===== config.mk =====
export PLATFORM = sky130hd
export DESIGN_NAME = kseg_xlate
export DESIGN_NICKNAME = d
export VERILOG_FILES = /design/src/rtl/kseg_xlate.sv
export SDC_FILE = /design/constraint.sdc
export NUM_CORES = 1
export LEC_CHECK = 0
export BUFFER_PORTS_ARGS = -buffer_cell sky130_fd_sc_hd__buf_2
export CAP_MARGIN = 20
export CORE_MARGIN = 2
export CORE_UTILIZATION = 40
export DETAILED_ROUTE_END_ITERATION = 7
export MAX_ROUTING_LAYER = met4
export PLACE_DENSITY_LB_ADDON = 0.05
export SYNTH_ARGS = -nofsm -noshare
export SYNTH_HDL_FRONTEND = slang
export SYNTH_SLANG_ARGS = --single-unit

===== constraint.sdc =====
create_clock -name clk -period 6.5 [get_ports clk]
set_clock_uncertainty 0.2 [all_clocks]
set_input_delay 0.65 -clock clk [delete_from_list [all_inputs] [get_ports clk]]
set_output_delay 0.65 -clock clk [all_outputs]
set_load 0.01 [all_outputs]

===== src/rtl/kseg_xlate.sv =====
module kseg_xlate #(
  parameter int ADDR_W   = 32,
  parameter int SEG_BITS = 4,
  parameter int USER_TOP = 10
) (
  input  logic              clk,
  input  logic              rst_n,
  input  logic              cfg_we,
  input  logic [1:0]        cfg_sel,
  input  logic [31:0]       cfg_wdata,
  input  logic              req_valid,
  input  logic [ADDR_W-1:0] req_addr,
  input  logic              req_user,
  output logic              rsp_valid,
  output logic [ADDR_W-1:0] rsp_addr,
  output logic              rsp_paged,
  output logic              rsp_fault
);
  localparam int NSEG  = 1 << SEG_BITS;
  localparam int OFF_W = ADDR_W - SEG_BITS;
  localparam int HALF  = NSEG * SEG_BITS / 2;

  logic [NSEG-1:0]          mode_q;
  logic [HALF-1:0]          base_lo, base_hi;
  logic [2*HALF-1:0]        bases;
  logic [SEG_BITS-1:0]      seg, base;
  logic                     fence, paged;
  logic [ADDR_W-1:0]        xaddr;

  always_ff @(posedge clk) begin
    if (!rst_n) begin
      mode_q  <= '0;
      base_lo <= '0;
      base_hi <= '0;
    end else if (cfg_we) begin
      case (cfg_sel)
        2'd0: mode_q  <= cfg_wdata[NSEG-1:0];
        2'd1: base_lo <= cfg_wdata[HALF-1:0];
        2'd2: base_hi <= cfg_wdata[HALF-1:0];
        default: ;
      endcase
    end
  end

  assign bases = {base_hi, base_lo};
  assign seg   = req_addr[ADDR_W-1 -: SEG_BITS];
  assign base  = bases[seg*SEG_BITS +: SEG_BITS];
  assign fence = req_user && (int'(seg) > USER_TOP);
  assign paged = mode_q[seg];
  assign xaddr = fence ? '0 : paged ? req_addr : {base, req_addr[OFF_W-1:0]};

  always_ff @(posedge clk) begin
    if (!rst_n) begin
      rsp_valid <= 1'b0;
      rsp_addr  <= '0;
      rsp_paged <= 1'b0;
      rsp_fault <= 1'b0;
    end else begin
      rsp_valid <= req_valid;
      rsp_paged <= req_valid && paged && !fence;
      rsp_fault <= req_valid && fence;
      if (req_valid) rsp_addr <= xaddr;
    end
  end

  a_r2_valid_follows: assert property (@(posedge clk) disable iff (!rst_n)
    req_valid |=> rsp_valid);
  a_r2_no_spurious: assert property (@(posedge clk) disable iff (!rst_n)
    !req_valid |=> !rsp_valid);
  a_r6_fault_excl: assert property (@(posedge clk) disable iff (!rst_n)
    rsp_fault |-> rsp_valid && !rsp_paged && rsp_addr == '0);
  a_r8_fault_user_only: assert property (@(posedge clk) disable iff (!rst_n)
    rsp_fault |-> $past(req_user) && int'($past(req_addr[ADDR_W-1 -: SEG_BITS])) > USER_TOP);
  a_r5_paged_passthru: assert property (@(posedge clk) disable iff (!rst_n)
    rsp_paged |-> rsp_addr == $past(req_addr));
  a_r3_offset_kept: assert property (@(posedge clk) disable iff (!rst_n)
    rsp_valid && !rsp_fault |-> rsp_addr[OFF_W-1:0] == $past(req_addr[OFF_W-1:0]));
endmodule


==> results <==
- The cell type with the largest total area after synthesis is sky130_fd_sc_hd__dfxtp_1.
- The final setup TNS is 0 ns.
- The number of cells in the finished layout apart from fillers is 829.
- The routed design could run at a clock period as short as 2.75 ns.
- The first-pass GRT wire length is 21.1 mm.
- For this block, the via count after detailed routing is 4191.
- The clock transition at the registers of the reported paths is 0.05 ns.
- The run finished with clean final reports.
- After synthesis, the most frequently instantiated cells are 167 x sky130_fd_sc_hd__nand2_1, 115 x sky130_fd_sc_hd__dfxtp_1, 108 x sky130_fd_sc_hd__a21boi_1.
- Of the post-synthesis cell area, the dominant cell type holds 0.450.
- Setup repair after global routing left no endpoint under its margin.
- The region available for standard cell placement spans 0.0126 mm².
- The data arrival at the endpoint of the critical path is 2.90 ns.
- The final cell utilization of the core is 0.499.
- In this run the count of I/O pins placed on the die edge is 106.
- The H-tree generated during clock tree synthesis spans 4 levels.
- After synthesis the cells add up to 0.00512 mm².
- The initial antenna violation count is 0.
- The synthesized instance count is 563.
- Post-CTS repair changed the size of 0 cells.
- The worst setup path is captured at a register.
- Summing all placed instances gives a cell area of 0.00571 mm².
- The tree built by TritonCTS fans out to 115 sinks.
- The count of yosys warnings during synthesis is 0.
- The post-cts hold buffer count is 0.
- The sequential fraction of the synthesis area is 0.450.
- The most frequent cell after synthesis is sky130_fd_sc_hd__nand2_1.
- The startpoint identified for the worst hold timing path is base_lo[26].
- For the pin with the worst max-slew slack, the measured transition is 1.03 ns.
- Tracing the worst setup path back leads to its startpoint at req_addr[30].
- In the global route stage, overall resource usage came out at 0.214.
- The clock group share of total power is 0.482.
- The final-report setup violation count is 0.
- The library cell used as clock root buffer is sky130_fd_sc_hd__clkbuf_16.
- The synthesized design contains 115 register bits.
- The number of nets with antenna violations after detailed routing is 0.
- The critical path launch point type is an input port.
- Of the cells placed in the final design, the portion with a size suffix greater than 1 is 0.254.
- The clock buffer count from CTS is 17.
- The routed length per placed instance is 16.1 µm.
- The pin count of the biggest net entering global routing is 111.
- The tightest min-delay check is of the reg -> reg type.
- The net count of the finished layout is 716.
- The final-report max-slew violation count is 0.
- The power per cell area is 281 mW/mm².
- Among all flip-flop cells after synthesis, the most frequent one is sky130_fd_sc_hd__dfxtp_1.
- The remaining routing DRC violations is 0.
- The placement row count is 41.
- TritonCTS built the clock tree.
- The starting density of the core is 0.407.
- The tightest hold path in the finished design has a slack of 0.250 ns.
- The number of global-route vias before repair is 3932.
- The internal portion of total power is 1360 µW.
- The count of routing violations after the opening detailed-route iteration is 286.
- The floorplan step set the die height to 117 µm.
- The fraction of power spent switching nets is 0.227.
- The count of flip-flops with a built-in enable after synthesis is 0.
- Of the available clock period, the critical path in the final layout requires 0.422.
- Summed over all layers, the global routing overflow is 0.
- The maximum resistive drop on vdd is 174 µV.
- The net count after synthesis is 634.
- Of the total power, combinational logic draws 0.093.
- The mean instance size in the synthesized netlist is 9.09 µm².
- The post-synthesis async set-or-reset flop share is 0.
- The analysis attributes to cell leakage a power of 0.00248 µW.
- The die boundary width is 117 µm.
- The power dissipated by switching net loads is 401 µW.
- The number of hold violations in the final report is 0.
- The cell count after placement is 797.
- The post-CTS repair timing setup buffer count is 0.
- The maximum fanout along the worst path is 23.
- Buffers placed on the I/O ports in this run total 105.
- The kind of critical path is in -> reg.
- The number of max-capacitance violations reported is 0.
- The number of optimization iterations in the first detailed-route pass is 5.
- For this block, the routed nets add up to 13.3 mm of wire.
- The number of antenna cells inserted is 0.
- In the routed layout, each cell is associated on average with a via count of 5.06.
- After routing the design area is 0.00627 mm².
- The relative max-transition margin is 0.312.
- The distinct cell type count after synthesis is 38.
- Data on the critical path is required at its endpoint by 6.65 ns.
- The clock insertion delay at the later pin of the skew report is 0.40 ns.
- The floorplan step defined a die boundary enclosing 0.0137 mm².
- Yosys attributes the largest share of cell area to sky130_fd_sc_hd__dfxtp_1 45%, sky130_fd_sc_hd__a21boi_1 16%, sky130_fd_sc_hd__nand2_1 12%, sky130_fd_sc_hd__mux4_2 10%, sky130_fd_sc_hd__nand2b_1 3.5%.
- Static timing analysis puts the maximum clock frequency at 0.364 GHz.
- The maximum clock path buffer count is 2.
- The global placement routability congestion is 0.785.
- Compared with the post-synthesis result, the final layout area differs by 22.6%.
- Setup slack on the worst reg-to-reg path comes out at 4.28 ns.
- The number of fill cells is 1200.
- The startpoint identified for the worst register-to-register timing path is mode_q[10].
- The HPWL after detailed placement is 9.12 mm.
- The sequential share of power is 0.425.
## placed cells by master (no fill, tap or decap), types with 2 or more instances in the layout
| master | Yosys | final |
|---|---|---|
| sky130_fd_sc_hd__nand2_1 | 167 | 167 |
| sky130_fd_sc_hd__dfxtp_1 | 115 | 115 |
| sky130_fd_sc_hd__a21boi_1 | 108 | 108 |
| sky130_fd_sc_hd__buf_2 | 4 | 105 |
| sky130_fd_sc_hd__nand2b_1 | 29 | 29 |
| sky130_fd_sc_hd__nand3_1 | 28 | 28 |
| sky130_fd_sc_hd__mux4_2 | 23 | 23 |
| sky130_fd_sc_hd__clkbuf_16 | 0 | 17 |
| sky130_fd_sc_hd__clkbuf_8 | 0 | 7 |
| sky130_fd_sc_hd__buf_4 | 0 | 5 |
| sky130_fd_sc_hd__clkinv_2 | 0 | 4 |
| sky130_fd_sc_hd__nor2b_1 | 3 | 3 |
| sky130_fd_sc_hd__mux2_2 | 3 | 3 |
| sky130_fd_sc_hd__mux2i_1 | 3 | 3 |
| sky130_fd_sc_hd__clkbuf_1 | 42 | 3 |
| sky130_fd_sc_hd__and3b_1 | 2 | 2 |
| sky130_fd_sc_hd__nand3b_1 | 2 | 2 |
| sky130_fd_sc_hd__inv_1 | 2 | 2 |
| sky130_fd_sc_hd__a21oi_1 | 2 | 2 |
| sky130_fd_sc_hd__and2_1 | 2 | 2 |
| sky130_fd_sc_hd__nor2_1 | 2 | 2 |
| sky130_fd_sc_hd__o21a_1 | 2 | 2 |
| sky130_fd_sc_hd__o31ai_1 | 2 | 2 |
| sky130_fd_sc_hd__a32oi_1 | 2 | 2 |
| sky130_fd_sc_hd__o32ai_1 | 2 | 2 |
## cell families after synthesis
logic type,share of synthesized area
simple gates,0.210
mux,0.116
buf+inv,0.0391
flops,0.450
compound gates,0.185
## flip-flops by register name, summed over array words and instances, names as in the netlist
name       flops
base_hi       32
base_lo       32
rsp_addr      32
mode_q        16
rsp_fault      1
rsp_paged      1
rsp_valid      1
## per-stage QoR
stage	setup slack, ns	power [µW]
CTS	3.78	1790
floorplan	3.77	863
global placement	3.36	926
detailed placement	3.35	929
finish	3.75	1760
global route	3.66	1850
## area by class of cell
cell class / instances / area, µm² / area share
Inverter: 2 / 7.51 / 0.00120
Sequential cell: 115 / 2300 / 0.367
Tap cell: 172 / 215 / 0.0343
Multi-Input combinational cell: 398 / 2620 / 0.418
Clock buffer: 27 / 533 / 0.0850
Clock inverter: 4 / 20.0 / 0.00319
Timing Repair Buffer: 111 / 574 / 0.0916
## layer usage
metal | vias up | wire [µm] | track usage | share of wire
met5 | - | 0 | - | 0
met4 | 0 | 46 | 0.0698 | 0.0035
met3 | 2 | 593 | 0.0561 | 0.045
met2 | 85 | 6190 | 0.308 | 0.46
met1 | 2019 | 6490 | 0.293 | 0.49
li1 | 2085 | - | - | -
## worst max-delay path, stage by stage
cell	delay, ns
sky130_fd_sc_hd__buf_2	0.48
sky130_fd_sc_hd__mux4_2	0.59
sky130_fd_sc_hd__mux4_2	0.54
sky130_fd_sc_hd__or4_1	0.54
sky130_fd_sc_hd__nand2_1	0.08
## power by group through the flow
stage	combinational, µW	clock, µW	sequential [µW]
after floorplan	98.3	0	765
after global placement	163	0	762
after detailed placement	166	0	763
after CTS	166	876	749
after global routing	184	912	751
final	164	849	749
## worst paths after layout
path                  endpoint  depth (start not counted)
setup reg to reg  rsp_addr[28]                          4
setup / recovery  rsp_addr[28]                          5
hold reg to reg    base_lo[26]                          2
hold / removal     base_lo[26]                          2
Note: power is estimated with default switching activity, not from simulation.
